## src/rtl/extirq_pkg.sv

```systemverilog
package extirq_pkg;

    localparam int NPIN  = 3;
    localparam int REG_W = 8;
    localparam int P2_DIR_BIT = 4;

    typedef enum logic [1:0] {
        SENSE_LOW  = 2'b00,
        SENSE_ANY  = 2'b01,
        SENSE_FALL = 2'b10,
        SENSE_RISE = 2'b11
    } sense_e;

    typedef enum logic [1:0] {
        SEL_CTRL = 2'd0,
        SEL_MASK = 2'd1,
        SEL_FLAG = 2'd2,
        SEL_NONE = 2'd3
    } regsel_e;

    typedef struct packed {
        logic cur;
        logic prev;
    } pin_hist_t;

    // bit position of a pin in the mask and flag registers
    function automatic int en_bit(input int pin);
        case (pin)
            0:       return 6;
            1:       return 7;
            default: return 5;
        endcase
    endfunction

    function automatic bit level_capable(input int pin);
        return pin < 2;
    endfunction

    function automatic logic [REG_W-1:0] mask_used();
        logic [REG_W-1:0] m;
        m = '0;
        for (int p = 0; p < NPIN; p++) m[en_bit(p)] = 1'b1;
        return m;
    endfunction

    localparam logic [REG_W-1:0] CTRL_USED = 8'h1F;

    function automatic sense_e pin_mode(input logic [REG_W-1:0] ctrl, input int pin);
        case (pin)
            0:       return sense_e'(ctrl[1:0]);
            1:       return sense_e'(ctrl[3:2]);
            default: return sense_e'({1'b1, ctrl[P2_DIR_BIT]});
        endcase
    endfunction

    function automatic logic edge_hit(input sense_e m, input pin_hist_t h);
        case (m)
            SENSE_ANY:  return h.cur ^ h.prev;
            SENSE_FALL: return h.prev & ~h.cur;
            SENSE_RISE: return ~h.prev & h.cur;
            default:    return 1'b0;
        endcase
    endfunction

endpackage

```

## src/rtl/extirq_sync.sv

```systemverilog
module extirq_sync
    import extirq_pkg::*;
#(
    parameter int   STAGES  = 2,
    parameter logic RST_VAL = 1'b1
) (
    input  logic      clk,
    input  logic      rst,
    input  logic      d,
    output pin_hist_t hist
);
    localparam int LAST = STAGES;

    logic [LAST:0] chain;

    always_ff @(posedge clk) begin
        if (rst) chain <= {(LAST+1){RST_VAL}};
        else     chain <= {chain[LAST-1:0], d};
    end

    assign hist.cur  = chain[LAST-1];
    assign hist.prev = chain[LAST];
endmodule

```

## src/rtl/extirq_cell.sv

```systemverilog
module extirq_cell
    import extirq_pkg::*;
#(
    parameter bit LEVEL_OK = 1'b1
) (
    input  logic      clk,
    input  logic      rst,
    input  pin_hist_t hist,
    input  sense_e    mode,
    input  logic      enable,
    input  logic      ack,
    input  logic      w1c,
    output logic      flag,
    output logic      req
);
    logic hit;
    logic level_sel;
    logic flag_q;

    assign hit = edge_hit(mode, hist);

    generate
        if (LEVEL_OK) begin : g_lvl
            assign level_sel = (mode == SENSE_LOW);
        end else begin : g_edge_only
            assign level_sel = 1'b0;
        end
    endgenerate

    always_ff @(posedge clk) begin
        if (rst)              flag_q <= 1'b0;
        else if (hit)         flag_q <= 1'b1;
        else if (ack || w1c)  flag_q <= 1'b0;
    end

    assign flag = flag_q;
    assign req  = enable & (level_sel ? ~hist.cur : flag_q);
endmodule

```

## src/rtl/extirq_regs.sv

```systemverilog
module extirq_regs
    import extirq_pkg::*;
(
    input  logic             clk,
    input  logic             rst,
    input  logic             wr_en,
    input  regsel_e          wr_sel,
    input  logic [REG_W-1:0] wr_data,
    input  regsel_e          rd_sel,
    input  logic [NPIN-1:0]  flags,
    output logic [REG_W-1:0] ctrl,
    output logic [NPIN-1:0]  enable,
    output logic [NPIN-1:0]  w1c,
    output logic [REG_W-1:0] rd_data
);
    localparam logic [REG_W-1:0] MASK_USED = mask_used();

    logic [REG_W-1:0] ctrl_q;
    logic [REG_W-1:0] mask_q;
    logic [REG_W-1:0] flag_img;

    always_ff @(posedge clk) begin
        if (rst) begin
            ctrl_q <= '0;
            mask_q <= '0;
        end else if (wr_en) begin
            if (wr_sel == SEL_CTRL) ctrl_q <= wr_data & CTRL_USED;
            if (wr_sel == SEL_MASK) mask_q <= wr_data & MASK_USED;
        end
    end

    genvar p;
    generate
        for (p = 0; p < NPIN; p++) begin : g_pin
            localparam int EB = en_bit(p);
            assign enable[p] = mask_q[EB];
            assign w1c[p]    = wr_en && (wr_sel == SEL_FLAG) && wr_data[EB];
        end
    endgenerate

    always_comb begin
        flag_img = '0;
        for (int q = 0; q < NPIN; q++) flag_img[en_bit(q)] = flags[q];
    end

    always_comb begin
        case (rd_sel)
            SEL_CTRL: rd_data = ctrl_q;
            SEL_MASK: rd_data = mask_q;
            SEL_FLAG: rd_data = flag_img;
            default:  rd_data = '0;
        endcase
    end

    assign ctrl = ctrl_q;
endmodule

```

## src/rtl/extirq_sense.sv

```systemverilog
module extirq_sense
    import extirq_pkg::*;
#(
    parameter int SYNC_STAGES = 2
) (
    input  logic             clk,
    input  logic             rst,
    input  logic [NPIN-1:0]  pin_i,
    input  logic [NPIN-1:0]  ack_i,
    input  logic             wr_en_i,
    input  logic [1:0]       wr_sel_i,
    input  logic [REG_W-1:0] wr_data_i,
    input  logic [1:0]       rd_sel_i,
    output logic [REG_W-1:0] rd_data_o,
    output logic [NPIN-1:0]  req_o
);
    logic [REG_W-1:0] ctrl_vec;
    logic [NPIN-1:0]  mask_vec;
    logic [NPIN-1:0]  flag_vec;
    logic [NPIN-1:0]  w1c_vec;

    extirq_regs u_regs (
        .clk     (clk),
        .rst     (rst),
        .wr_en   (wr_en_i),
        .wr_sel  (regsel_e'(wr_sel_i)),
        .wr_data (wr_data_i),
        .rd_sel  (regsel_e'(rd_sel_i)),
        .flags   (flag_vec),
        .ctrl    (ctrl_vec),
        .enable  (mask_vec),
        .w1c     (w1c_vec),
        .rd_data (rd_data_o)
    );

    genvar p;
    generate
        for (p = 0; p < NPIN; p++) begin : g_pin
            pin_hist_t hist;

            extirq_sync #(.STAGES(SYNC_STAGES), .RST_VAL(1'b1)) u_sync (
                .clk  (clk),
                .rst  (rst),
                .d    (pin_i[p]),
                .hist (hist)
            );

            extirq_cell #(.LEVEL_OK(level_capable(p))) u_cell (
                .clk    (clk),
                .rst    (rst),
                .hist   (hist),
                .mode   (pin_mode(ctrl_vec, p)),
                .enable (mask_vec[p]),
                .ack    (ack_i[p]),
                .w1c    (w1c_vec[p]),
                .flag   (flag_vec[p]),
                .req    (req_o[p])
            );
        end
    endgenerate
endmodule

```

## config.mk

```make
export PLATFORM = sky130hd
export DESIGN_NAME = extirq_sense
export DESIGN_NICKNAME = d
export VERILOG_FILES = /design/src/rtl/extirq_pkg.sv /design/src/rtl/extirq_sync.sv /design/src/rtl/extirq_cell.sv /design/src/rtl/extirq_regs.sv /design/src/rtl/extirq_sense.sv
export SDC_FILE = /design/constraint.sdc
export NUM_CORES = 1
export LEC_CHECK = 0
export BUFFER_PORTS_ARGS = -buffer_cell sky130_fd_sc_hd__clkbuf_2
export CAP_MARGIN = 40
export CORE_MARGIN = 5
export CORE_UTILIZATION = 25
export CTS_CLUSTER_DIAMETER = 30
export DETAILED_ROUTE_END_ITERATION = 10
export SLEW_MARGIN = 0
export SYNTH_ARGS = -nofsm -noshare
export SYNTH_HDL_FRONTEND = slang
export SYNTH_HIERARCHICAL = 1
export SYNTH_SLANG_ARGS = --single-unit
```

## constraint.sdc

```tcl
create_clock -name clk -period 1.4 [get_ports clk]
set_input_delay 0.42 -clock clk [delete_from_list [all_inputs] [get_ports clk]]
set_output_delay 0.42 -clock clk [all_outputs]
set_load 0.005 [all_outputs]
```

==> reports/qor.yml, run 1 <==
worst_setup_path:
  cp_slowest_stage_delay_ns: 0.21
  cp_cell_sequence: "clkbuf_16 -> nor2b_4 -> a22o_1 -> clkbuf_2"
  arrival_ns: 1.00
  end_kind: "output port"
  path_class: "in -> out"
  cp.required_ns: 0.98
  worstPathMaxFanout: 3
  cp-start-kind: "input pin"
  slowest_stage: "a22o_1"
flow_run:
  cap_violations: 0
route:
  drc: 0
  viasPerCell: 4.142
  wirelength_microns: 2278
  drtPass1Iterations: 2
  vias: 845
  wire_per_inst_microns: 11.17
  ant_nets: 0
  drt_iter0_markers: 35
run_status:
  violations: "negative setup slack"
  outcome: "finished with violations"
pwr:
  leakagePower_nw: 0.7231
  pwr_density_cell_nw_per_um2: 754.6
  peakVddDrop_mv: 0.2848
cells_and_area:
  fillers: 453
  drive_gt1_share_pct: 42.11
  nets: 181
  finalNonFillerCells: 204
  diodes: 0
  syn_to_final_growth_pct: 37.13
yosys:
  synthesis.area_sq_um: 1089
  yosys_warnings: 6
  syn_area_per_cell_sq_um: 9.466
  synth_cells: 115
clock_tree:
  cts.sinks: 20
  clock_path_buffers: 2
  clock_latency_ns: 0.25
  numCtsBuffers: 3
  clock-root-buffer: "clkbuf_8"
  htreeDepth: 1
  cts_tree: "yes"
  path_clk_slew_ns: 0.07
grt:
  grt_pass1_wl_microns: 3877
  antenna_found_initial: 0
  gr-usage-all-layers_pct: 8.129
  grt_max_degree: 29
  grt-ovfl-total: 0
  grt_pass1_vias: 870
floorplan:
  start_util_pct: 25.35
  core.rowCount: 24
  num_io_pins: 32
  core_area_sq_um: 4294
  die_x_microns: 75.99
  dieArea_sq_um: 5774
  die_h_microns: 75.99
timing:
  slew_viol_final: 0
  fin_crit_sh_pct: 101.6
  max_freq_ghz: 0.7033
  finalHoldViolations: 0
  hold_ws_ns: 0.3384
  rsz0062_at_grt: "true"
  skew_ns: 0.001903
  min_period_ns: 1.422
  layout_setup_ws_ns: -0.02180
  setup_viol: 4
placed_design:
  portBuffers: 31
  place_congestion: 0.6761
  dp_cells: 197
  dpl.hpwl_microns: 1709
min_path:
  hold_class: "in -> reg"
-- timing repair --
action,4_1_cts,5_1_grt
resized for setup,19,20
pin swaps,5,5
setup buffers,2,2
hold buffers,0,0
endpoints found under the setup margin,10,12
-- per-stage QoR --
| stage | util, % | power [mW] | worst slack, ns | setup TNS (ns) | cell area (sq um) |
|---|---|---|---|---|---|
| after floorplan | - | 0.6901 | 0.1013 | 0 | 1096 |
| after global placement | 30.13 | 0.7453 | -0.05465 | -0.2466 | 1294 |
| after detailed placement | 30.13 | 0.7463 | -0.05861 | -0.2869 | 1294 |
| after CTS | 33.04 | 1.135 | -0.02147 | -0.1581 | 1419 |
| after global routing | 34.76 | 1.192 | -0.06567 | -0.3013 | 1493 |
| final | 34.76 | 1.126 | -0.02180 | -0.05677 | 1493 |
-- per-layer routing --
metal / share of wire (%) / GRT usage, % / vias up / routed length, microns
met5: 0 / 0 / - / 0
met4: 1.2 / 3.737 / 0 / 27
met3: 3.6 / 1.182 / 2 / 81
met2: 50 / 14.64 / 16 / 1144
met1: 45 / 9.307 / 383 / 1025
li1: - / - / 444 / -
-- registers in the layout (all words and copies together), names as in the netlist --
name                cells
u_regs/ctrl             5
g_pin.u_sync/chain      9
g_pin.u_cell/flag       3
u_regs/mask_q           3
-- power by group --
group / leakage, nW / internal, mW / switching [mW]
clock network: 0.0216 / 0.191 / 0.173
registers: 0.165 / 0.586 / 0.0146
logic: 0.536 / 0.0955 / 0.0658
-- area by class of cell --
cell class / count / area [sq um] / area share (%)
clock buffer: 3 / 41.29 / 2.766
inverter: 6 / 22.52 / 1.509
multi-input combinational: 83 / 664.4 / 44.51
sequential: 20 / 416.7 / 27.91
tap: 52 / 65.06 / 4.359
timing repair buffer: 40 / 282.8 / 18.94
-- worst max-delay path, delay by kind of cell --
family	cells	cell delay (ns)
and+or+nand+nor	1	0.13
buffers and inverters	2	0.24
AOI/OAI and AO/OA	1	0.21
-- final timing paths --
path,slack (ns),cells past startpoint,end,from
hold reg to reg,0.41,1,g_pin[1].u_sync/chain[1]$_SDFF_PP1_,g_pin[1].u_sync/chain[0]$_SDFF_PP1_
hold / removal,0.34,2,g_pin[2].u_sync/chain[0]$_SDFF_PP1_,pin_i[2]
setup / recovery,-0.02,4,rd_data_o[7],rd_sel_i[0]
setup reg to reg,0.11,5,g_pin[1].u_cell/flag$_SDFFE_PP0P_,g_pin[1].u_sync/chain[2]$_SDFF_PP1_
-- cell usage in the layout (no fill, tap or decap), types with 2 or more instances in the layout --
cell type,count
dfxtp_4,3
ha_1,6
buf_6,6
and2_4,4
mux2i_1,8
nand2b_1,16
a22o_1,3
dfxtp_2,4
inv_1,6
nor2_4,3
conb_1,3
and2_1,6
nor2b_4,2
dfxtp_1,13
clkbuf_8,3
or2_1,9
a221oi_2,2
o211a_1,2
nor2_1,6
buf_4,6
nand2_1,3
clkbuf_2,26
nor3b_1,2
(Power assumes the default switching activity.)
==> run 2: changes to the inputs <==
ABC_AREA = 1   (was not set)
==> run 2 against run 1 <==
The run still ends with negative setup slack left. Sequential share of layout area decreased by 1.5 points. Combinational power rose by 29%. Critical endpoint is now req_o[0]. Largest cell class unchanged. Critical path depth unchanged. Core utilization is 1.2 points lower. Count of clock-buffer cells in the layout did not move. Clock power rose by 59%. Global-route usage rose by 1.1 points. Flip-flop and latch count unchanged. Final area increased by 4.9%. Worst setup slack worse by 0.049 ns. Die area is 7.3% higher. Worst hold slack about the same.
==> reports/qor.yml, run 2 <==
run_status:
  outcome: "finished with violations"
  violations: "negative setup slack"
placed_design:
  place_area_sq_um: 1399  # +8.1%
  portBuffers: 31  # unchanged
  dpl.hpwl_microns: 2061  # +21%
  place_congestion: 0.7201  # +6.5%
  dp_slack_ns: -0.02726  # +0.03135 ns
worst_setup_path:
  cp_slowest_stage_delay_ns: 0.34  # +0.13 ns
  cp_cell_sequence: "nor2_4 -> o21ai_2 -> a21oi_2 -> buf_2"
  rrSetupSlack_ns: 0.31  # +0.20 ns
  r2r_cells: 5  # unchanged
  cp-start-kind: "flop"
  r2r-start: "g_pin[1].u_sync/chain[1]$_SDFF_PP1_"
  end_kind: "output port"
  cp.required_ns: 0.98  # about the same
  arrival_ns: 1.05  # +0.05 ns
  path_class: "reg -> out"
  r2r_end: "g_pin[1].u_cell/flag$_SDFFE_PP0P_"
  worstPathMaxFanout: 2  # -1
  slowest_stage: "dfxtp_2"
pwr:
  p_seq_share_pct: 43.8  # -9.5 points
  p_sw_share_pct: 23.52  # +0.99 points
  pwr_density_cell_nw_per_um2: 894.5  # +19%
  power.switching_mw: 0.3293  # +30%
  power.internal_mw: 1.071  # +23%
  comb_power_share_pct: 14.8  # +0.5 points
  leakagePower_nw: 0.9065  # +25%
  pwr-share-clk_pct: 41.4  # +9.0 points
  peakVddDrop_mv: 0.4662  # +64%
clock_tree:
  cts_tree: "yes"
  path_clk_slew_ns: 0.07  # about the same
  numCtsBuffers: 3  # unchanged
  htreeDepth: 1  # unchanged
  cts.sinks: 20  # unchanged
  clock_path_buffers: 2  # unchanged
  clock_latency_ns: 0.26  # about the same
  clock-root-buffer: "clkbuf_8"
route:
  wirelength_microns: 2625  # +15%
  wire_per_inst_microns: 9.722  # -13%
  dr.max_layer_used: "met4"
  dr_wl_met2_microns: 1285  # +12%
  met1_length_microns: 1181  # +15%
  vias: 1067  # +26%
  ant_nets: 0  # unchanged
  viasPerCell: 3.952  # -4.6%
  drt_iter0_markers: 28  # -20%
  drc: 0  # unchanged
  drtPass1Iterations: 3  # +1
  dr_wl_met3_microns: 147  # +81%
grt:
  gr-usage-all-layers_pct: 9.269  # +1.1 points
  antenna_found_initial: 0  # unchanged
  grt-ovfl-total: 0  # unchanged
  grt_pass1_vias: 1071  # +23%
  grt_pass1_wl_microns: 4712  # +22%
  grt_max_degree: 13  # -55%
yosys:
  synthesis.area_sq_um: 1180  # +8.4%
  syn_area_per_cell_sq_um: 6.704  # -29%
  synth_cells: 176  # +53%
  yosys_warnings: 6  # unchanged
floorplan:
  die_x_microns: 78.70  # +3.6%
  die_h_microns: 78.70  # +3.6%
  dieArea_sq_um: 6194  # +7.3%
  start_util_pct: 25.32  # -0.034 points
  core_area_sq_um: 4661  # +8.5%
  num_io_pins: 32  # unchanged
  core.rowCount: 25  # +4.2%
flow_run:
  cap_violations: 0  # unchanged
timing:
  min_period_ns: 1.471  # +0.04904 ns
  max_freq_ghz: 0.6799  # -3.3%
  skew_ns: 0.007482  # +0.005580 ns
  rsz0062_at_grt: "true"
  fin_crit_sh_pct: 105.1  # +3.5 points
  slew_viol_final: 0  # unchanged
  layout_setup_ws_ns: -0.07084  # -0.04904 ns
  finalHoldViolations: 0  # unchanged
  setup_viol: 3  # -1
min_path:
  hold_class: "in -> reg"
  min_to: "g_pin[2].u_sync/chain[0]$_SDFF_PP1_"
  hold_path_startpoint: "pin_i[2]"
  whs_path_depth: 3  # +1
cells_and_area:
  final_cell_area_sq_um: 1565  # +4.9%
  drive_gt1_share_pct: 37.50  # -4.6 points
  syn_to_final_growth_pct: 32.66
  diodes: 0  # unchanged
  final_common_cell: "inv_1"
  fin_util_pct: 33.58  # -1.2 points
  nets: 244  # +35%
  layout_common_cells: "44 x inv_1, 26 x nand2_1, 24 x clkbuf_2"
  top_register: "g_pin.u_sync/chain"
  fillers: 505  # +11%
  largest_reg_flops: 9  # unchanged
## run 2: per-layer routing
| metal | GRT usage (%) | vias to the layer above |
|---|---|---|
| met5 | 0 | - |
| met4 | 1.049 | 0 |
| met3 | 3.061 | 2 |
| met2 | 16.81 | 20 |
| met1 | 10.87 | 459 |
| li1 | - | 586 |
## run 2: worst max-delay path by stage
stage                                      from           end  slack [ns]
finish              u_regs/ctrl[1]$_SDFFE_PP0P_      req_o[0]       -0.07
global route        u_regs/ctrl[1]$_SDFFE_PP0P_      req_o[0]       -0.12
CTS                 u_regs/ctrl[0]$_SDFFE_PP0P_      req_o[0]       -0.09
detailed placement                  rd_sel_i[0]  rd_data_o[4]       -0.03
global placement                    rd_sel_i[0]  rd_data_o[0]       -0.01
floorplan                           rd_sel_i[0]  rd_data_o[0]        0.26
## run 2: power groups by stage
stage	clock (mW)	combinational, mW	sequential (mW)
6_report	0.580	0.207	0.614
5_1_grt	0.626	0.240	0.618
4_1_cts	0.600	0.204	0.613
3_5_place_dp	0	0.185	0.623
3_3_place_gp	0	0.182	0.622
2_1_floorplan	0	0.112	0.619
## run 2: final cells by class
type | instances | area, sq um | area share (%)
Sequential cell | 20 | 414.1 | 26.46
Clock buffer | 3 | 41.29 | 2.638
Tap cell | 54 | 67.56 | 4.317
Multi-Input combinational cell | 97 | 551.8 | 35.25
Clock inverter | 1 | 30.03 | 1.918
Inverter | 53 | 203.9 | 13.03
Timing Repair Buffer | 42 | 256.5 | 16.39
## run 2: stage by stage
stage	hold WS (ns)	setup TNS (ns)	total power, mW	std cells
floorplan	0.3856	0	0.7311	177
global placement	0.3867	-0.06357	0.8039	261
detailed placement	0.3917	-0.1124	0.8077	261
CTS	0.3327	-0.1742	1.417	269
global route	0.3561	-0.3130	1.484	270
finish	0.3383	-0.09409	1.400	270
## run 2: critical path: cells and delay by family (launching register included)
| kind | cells | cell delay [ns] |
|---|---|---|
| AOI/OAI and AO/OA | 2 | 0.19 |
| and+or+nand+nor | 1 | 0.13 |
| DFF | 1 | 0.34 |
| buffers and inverters | 1 | 0.14 |
## run 2: repair_timing
item	in CTS	in global routing
hold buffers	0	0
cloned	0	0
pin swaps	2	4
setup buffers	4	1
endpoints found under the hold margin	0	0
gates resized for setup	17	18
setup endpoints to repair	7	10
